$ cat src/rtl/altbyte_pkg.sv
package altbyte_pkg;
  typedef enum logic [1:0] {
    ST_IDLE = 2'd0,
    ST_XFER = 2'd1,
    ST_WB   = 2'd2,
    ST_DONE = 2'd3
  } seq_state_t;

  localparam int unsigned BYTE_W   = 8;
  localparam int unsigned WORD_W   = 32;
  localparam int unsigned RIDX_W   = 3;
  localparam int unsigned ADDR_INC = 2;
endpackage

$ cat src/rtl/altbyte_match.sv
module altbyte_match
  import altbyte_pkg::*;
(
  input  logic              cfg_en,
  input  logic [15:0]       opcode,
  output logic              hit,
  output logic              is_long,
  output logic              is_store,
  output logic [RIDX_W-1:0] didx,
  output logic [RIDX_W-1:0] aidx
);
  logic [15:0] masked;

  always_comb begin
    masked   = opcode & 16'hF1F8;
    hit      = cfg_en && ((masked == 16'h0108) || (masked == 16'h0148) ||
                          (masked == 16'h0188) || (masked == 16'h01C8));
    is_long  = opcode[6];
    is_store = opcode[7];
    didx     = opcode[11:9];
    aidx     = opcode[2:0];
  end


  always_comb begin
    hit_gate_chk: assert (cfg_en || !hit);
  end
endmodule

$ cat src/rtl/altbyte_addr.sv
module altbyte_addr
  import altbyte_pkg::*;
#(
  parameter int unsigned AW = 32,
  parameter int unsigned CW = 2
) (
  input  logic          clk,
  input  logic          rst_n,
  input  logic          ld,
  input  logic          adv,
  input  logic          is_long,
  input  logic [AW-1:0] base,
  input  logic [15:0]   disp,
  output logic [AW-1:0] addr,
  output logic          last
);
  logic [AW-1:0] addr_q, addr_d;
  logic [CW-1:0] cnt_q, cnt_d;
  logic          en;

  always_comb begin
    addr_d = addr_q;
    cnt_d  = cnt_q;
    en     = 1'b0;
    if (ld) begin
      en     = 1'b1;
      addr_d = base + {{(AW-16){disp[15]}}, disp};
      cnt_d  = is_long ? CW'(3) : CW'(1);
    end else if (adv && (cnt_q != '0)) begin
      en     = 1'b1;
      addr_d = addr_q + AW'(ADDR_INC);
      cnt_d  = cnt_q - CW'(1);
    end
  end

  always_ff @(posedge clk or negedge rst_n) begin
    if (!rst_n) begin
      addr_q <= '0;
      cnt_q  <= '0;
    end else if (en) begin
      addr_q <= addr_d;
      cnt_q  <= cnt_d;
    end
  end

  assign addr = addr_q;
  assign last = (cnt_q == '0);


  addr_step_chk: assert property (@(posedge clk) disable iff (!rst_n)
    (adv && !ld && !last) |=> (addr == $past(addr) + AW'(ADDR_INC)));

  addr_hold_last_chk: assert property (@(posedge clk) disable iff (!rst_n)
    (adv && !ld && last) |=> $stable(addr));
endmodule

$ cat src/rtl/altbyte_data.sv
module altbyte_data
  import altbyte_pkg::*;
(
  input  logic              clk,
  input  logic              rst_n,
  input  logic              ld,
  input  logic              shift,
  input  logic              is_long,
  input  logic [WORD_W-1:0] dval,
  input  logic [BYTE_W-1:0] rdata,
  output logic [BYTE_W-1:0] wbyte,
  output logic [WORD_W-1:0] wb_data
);
  localparam int unsigned HALF = WORD_W / 2;

  logic [WORD_W-1:0] sreg_q, sreg_d;
  logic [HALF-1:0]   keep_q, keep_d;
  logic              long_q, long_d;
  logic              en;

  always_comb begin
    sreg_d = sreg_q;
    keep_d = keep_q;
    long_d = long_q;
    en     = 1'b0;
    if (ld) begin
      en     = 1'b1;
      sreg_d = is_long ? dval : {dval[HALF-1:0], {HALF{1'b0}}};
      keep_d = dval[WORD_W-1:HALF];
      long_d = is_long;
    end else if (shift) begin
      en     = 1'b1;
      sreg_d = {sreg_q[WORD_W-BYTE_W-1:0], rdata};
    end
  end

  always_ff @(posedge clk or negedge rst_n) begin
    if (!rst_n) begin
      sreg_q <= '0;
      keep_q <= '0;
      long_q <= 1'b0;
    end else if (en) begin
      sreg_q <= sreg_d;
      keep_q <= keep_d;
      long_q <= long_d;
    end
  end

  assign wbyte   = sreg_q[WORD_W-1 -: BYTE_W];
  assign wb_data = long_q ? sreg_q : {keep_q, sreg_q[HALF-1:0]};


  word_first_byte_chk: assert property (@(posedge clk) disable iff (!rst_n)
    (ld && !is_long) |=> (wbyte == $past(dval[15:8])));

  word_keep_upper_chk: assert property (@(posedge clk) disable iff (!rst_n)
    (ld && !is_long) |=> (wb_data[31:16] == $past(dval[31:16])));
endmodule

$ cat src/rtl/altbyte_xfer_seq.sv
module altbyte_xfer_seq
  import altbyte_pkg::*;
#(
  parameter int unsigned AW = 32
) (
  input  logic        clk,
  input  logic        rst_n,
  input  logic        cfg_en,
  input  logic        start,
  input  logic [15:0] opcode,
  input  logic [15:0] ext_word,
  output logic        match,
  output logic        busy,
  output logic        done,
  output logic [2:0]  rf_dreg_idx,
  output logic [2:0]  rf_areg_idx,
  input  logic [31:0] rf_dreg_val,
  input  logic [31:0] rf_areg_val,
  output logic        rf_wr_en,
  output logic [2:0]  rf_wr_idx,
  output logic [31:0] rf_wr_data,
  output logic        bus_req,
  output logic        bus_we,
  output logic [31:0] bus_addr,
  output logic [7:0]  bus_wdata,
  input  logic [7:0]  bus_rdata,
  input  logic        bus_ack
);
  logic [1:0] rst_sync_q;
  logic       rst_n_s;

  always_ff @(posedge clk or negedge rst_n) begin
    if (!rst_n) rst_sync_q <= 2'b00;
    else        rst_sync_q <= {rst_sync_q[0], 1'b1};
  end
  assign rst_n_s = rst_sync_q[1];

  logic              dec_long, dec_store;
  logic [RIDX_W-1:0] dec_didx, dec_aidx;

  altbyte_match u_match (
    .cfg_en   (cfg_en),
    .opcode   (opcode),
    .hit      (match),
    .is_long  (dec_long),
    .is_store (dec_store),
    .didx     (dec_didx),
    .aidx     (dec_aidx)
  );

  assign rf_dreg_idx = dec_didx;
  assign rf_areg_idx = dec_aidx;

  seq_state_t        state_q, state_d;
  logic              store_q, store_d;
  logic [RIDX_W-1:0] widx_q, widx_d;
  logic              ld, adv, last;

  always_comb begin
    state_d = state_q;
    store_d = store_q;
    widx_d  = widx_q;
    ld      = 1'b0;
    adv     = 1'b0;
    unique case (state_q)
      ST_IDLE: if (start && match) begin
        ld      = 1'b1;
        store_d = dec_store;
        widx_d  = dec_didx;
        state_d = ST_XFER;
      end
      ST_XFER: if (bus_ack) begin
        adv = 1'b1;
        if (last) state_d = store_q ? ST_DONE : ST_WB;
      end
      ST_WB:   state_d = ST_DONE;
      ST_DONE: state_d = ST_IDLE;
      default: state_d = ST_IDLE;
    endcase
  end

  always_ff @(posedge clk or negedge rst_n_s) begin
    if (!rst_n_s) begin
      state_q <= ST_IDLE;
      store_q <= 1'b0;
      widx_q  <= '0;
    end else begin
      state_q <= state_d;
      if (ld) begin
        store_q <= store_d;
        widx_q  <= widx_d;
      end
    end
  end

  logic [AW-1:0] addr_w;

  altbyte_addr #(.AW(AW), .CW(2)) u_addr (
    .clk     (clk),
    .rst_n   (rst_n_s),
    .ld      (ld),
    .adv     (adv),
    .is_long (dec_long),
    .base    (rf_areg_val[AW-1:0]),
    .disp    (ext_word),
    .addr    (addr_w),
    .last    (last)
  );

  altbyte_data u_data (
    .clk     (clk),
    .rst_n   (rst_n_s),
    .ld      (ld),
    .shift   (adv),
    .is_long (dec_long),
    .dval    (rf_dreg_val),
    .rdata   (bus_rdata),
    .wbyte   (bus_wdata),
    .wb_data (rf_wr_data)
  );

  assign bus_addr  = 32'(addr_w);
  assign bus_req   = (state_q == ST_XFER);
  assign bus_we    = bus_req && store_q;
  assign rf_wr_en  = (state_q == ST_WB);
  assign rf_wr_idx = widx_q;
  assign done      = (state_q == ST_DONE);
  assign busy      = (state_q != ST_IDLE);


  bus_hold_chk: assert property (@(posedge clk) disable iff (!rst_n_s)
    (bus_req && !bus_ack) |=> (bus_req && $stable(bus_addr) &&
                               $stable(bus_we) && $stable(bus_wdata)));

  done_pulse_chk: assert property (@(posedge clk) disable iff (!rst_n_s)
    done |=> !done);

  wb_then_done_chk: assert property (@(posedge clk) disable iff (!rst_n_s)
    rf_wr_en |=> done);

  no_claim_chk: assert property (@(posedge clk) disable iff (!rst_n_s)
    (!busy && start && !match) |=> (!busy && !bus_req));

  store_no_wb_chk: assert property (@(posedge clk) disable iff (!rst_n_s)
    bus_we |-> !rf_wr_en);
endmodule

$ cat config.mk
export PLATFORM = sky130hd
export DESIGN_NAME = altbyte_xfer_seq
export DESIGN_NICKNAME = d
export VERILOG_FILES = /design/src/rtl/altbyte_pkg.sv /design/src/rtl/altbyte_match.sv /design/src/rtl/altbyte_addr.sv /design/src/rtl/altbyte_data.sv /design/src/rtl/altbyte_xfer_seq.sv
export SDC_FILE = /design/constraint.sdc
export NUM_CORES = 1
export LEC_CHECK = 0
export ABC_CLOCK_PERIOD_IN_PS = 4250
export BUFFER_PORTS_ARGS = -buffer_cell sky130_fd_sc_hd__buf_4
export CORE_MARGIN = 2
export CORE_UTILIZATION = 45
export DETAILED_ROUTE_END_ITERATION = 8
export GPL_TIMING_DRIVEN = 0
export HOLD_SLACK_MARGIN = 0.06
export PLACE_DENSITY = 0.71
export SETUP_SLACK_MARGIN = 0.2
export SLEW_MARGIN = 20
export SYNTH_ARGS = -nofsm -noshare
export SYNTH_HDL_FRONTEND = slang
export SYNTH_HIERARCHICAL = 1
export SYNTH_SLANG_ARGS = --single-unit
$ cat constraint.sdc
create_clock -name clk -period 4.25 [get_ports clk]
set_input_delay 0.2125 -clock clk [delete_from_list [all_inputs] [get_ports clk]]
set_output_delay 0.2125 -clock clk [all_outputs]
set_load 0.005 [all_outputs]
==> flow_summary.toml <==
[placed_design]
gp_congestion = 0.953
placed_area_um2 = 8610
numPortBuffers = 187
dp_hpwl_um = 14700

[layout]
design_area_um2 = 8930
diodes = 0
final_layout_size_suffix_gt1_share_pct = 32.8
layout_common_cells = "222 x buf_4, 90 x dfrtp_1, 70 x mux2i_1, 51 x a21oi_1, 47 x nand2_1"
area_growth_pct = 28.7
final_common_cell = "buf_4"
fin_nets = 1051

[clocking]
clk_pin_slew_worst_paths_ns = 0.07
cts_sinks = 91
cts_htree_levels = 3
post_cts_resized = 0
cts_made_buffers = 9
cts_max_path_buffers = 2
clk-insertion-delay-late_ns = 0.34
cts_tree = "yes"
postCtsHoldBufs = 1
postCtsSetupBuffers = 0
clockRootBuffer = "clkbuf_16"

[synthesis]
ys_types = 77
yosys_most_used_dff = "dfrtp_1"
async_reset_ff_share_pct = 100
netlist_area_um2 = 6940
yosysWarnings = 6
yosysTopAreaCellShare_pct = 32.8
avgSynthCellArea_um2 = 9.88
syn_inst = 703
yosys-top-cells-area = "dfrtp_1 33%, mux2i_1 10%, ha_1 6.8%"
synth_seq_area_share_pct = 32.8
synth_edf_count = 0
ys_ff_latch = 91
syn_nets = 851
yosysTopAreaCell = "dfrtp_1"

[hold_path]
hold_end = "u_data/sreg_q[6]"
holdPathStages = 2
hold_start = "rf_dreg_val[6]"
hp-class = "input pin to register"

[pwr]
vdd_drop_max_mv = 0.253
pwr_density_cell_nw_per_um2 = 387
switching_share_pct = 32.7
switchingPower_w = 0.00113
internal-power_w = 0.00233
pwr-share-comb_pct = 39.8
p_clk_share_pct = 24.1
seqPwrFrac_pct = 36.1
leakage_nw = 4.31

[critical_path]
worstSetupPathType = "input pin to register"
r2r_start = "state_q[1]"
reg2reg_depth = 10
critPathCaptureType = "register"
rr_endpoint = "u_addr/addr[24]"
cp-start-kind = "input pin"
required_ns = 4.45
reg2reg_slack_ns = 1.65
path_max_fanout = 10
cp.arrival_ns = 2.86

[route]
wl_per_cell_um = 17.5
wirelength_um = 19100
drc_errors = 0
route.vias.total = 5940
first_iter_violations = 301
final_antenna_net_count = 0
routed_via_density = 5.42
first_pass_iters = 4

[timing]
max_freq_mhz = 375
rsz0062_at_grt = "false"
min_period_ns = 2.67
post-route-period-util_pct = 62.7
worst_pin_slew_ns = 0.594
slew_viol_final = 0
hold_viol_final = 0
clock-skew-final_ns = 0.00883
slew_headroom_pct = 60.4
setup_viol = 0
fin_setup_tns_ns = 0

[grt]
antenna_found_initial = 0
grt_first_pass_wirelength_um = 30000
grt_pass1_vias = 5752
grt_max_degree = 49
grt_use_total_pct = 23.0
grt_overflow_total = 0

[floorplanning]
coreArea_um2 = 15100
initial_core_util_pct = 45.8
ioPinCount = 196
fp.dieH_um = 128
dieArea_um2 = 16400
die_w_um = 128
row_count = 45

[run]
drv_cap = 0

[status]
status = "complete, no violations"
sequential cells by signal (all words and copies together) (netlist names):
| register | cells |
|---|---|
| store_q | 1 |
| rf_wr_idx | 3 |
| u_addr/addr | 32 |
| u_data/sreg_q | 32 |
| rst_sync_q | 2 |
| u_data/long_q | 1 |
| u_data/keep_q | 16 |
| state_q | 2 |
| u_addr/cnt_q | 2 |
per-stage QoR:
| step | hold slack, ns | instances | power (W) | setup slack, ns | util, % |
|---|---|---|---|---|---|
| after floorplan | -0.0831 | 703 | 0.00209 | 1.53 | - |
| after global placement | -0.00498 | 1078 | 0.00259 | 0.379 | 56.7 |
| after detailed placement | -0.00366 | 1079 | 0.00263 | 1.21 | 56.9 |
| after CTS | 0.0750 | 1096 | 0.00348 | 1.57 | 59.0 |
| after global routing | 0.0810 | 1096 | 0.00367 | 1.29 | 59.0 |
| final | 0.0861 | 1096 | 0.00345 | 1.58 | 59.0 |
worst max-delay path by stage:
| stage | start | end | slack, ns | cells past startpoint |
|---|---|---|---|---|
| floorplan | rst_sync_q[1] | rf_wr_idx[0] | 1.53 | 0 |
| finish | opcode[15] | u_addr/addr[13] | 1.58 | 9 |
| CTS | opcode[15] | u_addr/addr[5] | 1.57 | 10 |
| global route | state_q[1] | u_addr/addr[14] | 1.29 | 10 |
| detailed placement | opcode[15] | u_addr/addr[13] | 1.21 | 9 |
| global placement | rst_sync_q[1] | u_addr/addr[31] | 0.38 | 0 |
power groups by stage:
stage	logic (W)	registers, W	clock network (W)
after floorplan	0.000884	0.00121	0
after global placement	0.00134	0.00126	0
after detailed placement	0.00137	0.00126	0
after CTS	0.00138	0.00125	0.000851
after global routing	0.00151	0.00128	0.000883
final	0.00137	0.00125	0.000833
kinds of logic after synthesis:
group	Yosys count	share of synthesized area, %
buffers and inverters	81	7.71
DFF	91	32.8
and+or+nand+nor	167	13.1
adders and majority gates	39	7.14
muxes	109	16.5
AOI/OAI and AO/OA	160	15.8
xor gates and xnor gates	55	6.94
other	1	0.0540
Yosys cell counts (all sizes together) (15+ instances only):
library cell / number
nor2: 30
xor2: 24
buf: 57
o2bb2ai: 15
xnor2: 31
a21oi: 54
ha: 38
a21o: 18
mux2i: 70
dfrtp: 91
mux2: 39
nand2: 47
inv: 15
o21ai: 29
nand3: 24
final cells by class:
cell class                      instances  area, um^2
Timing Repair Buffer                  189        1440
Fill cell                            1377        6210
Multi-Input combinational cell        531        4130
Inverter                               16        60.1
Sequential cell                        91        2280
Buffer                                 65         475
Tap cell                              188         235
Clock inverter                          6        71.3
Clock buffer                           10         239
critical path: stages:
cell      delay, ns
buf_4          0.10
or4b_1         0.52
nor4_2         0.36
nand3_2        0.20
inv_1          0.13
clkbuf_1       0.35
buf_2          0.34
clkbuf_1       0.45
o21ai_0        0.17
layer usage:
layer  global-route usage [%]  routed length [um]
met5                        0                   6
met4                     6.33                 319
met3                     2.42                 805
met2                     39.9                9450
met1                     30.4                8560
Note: power is estimated with default switching activity, not from simulation.
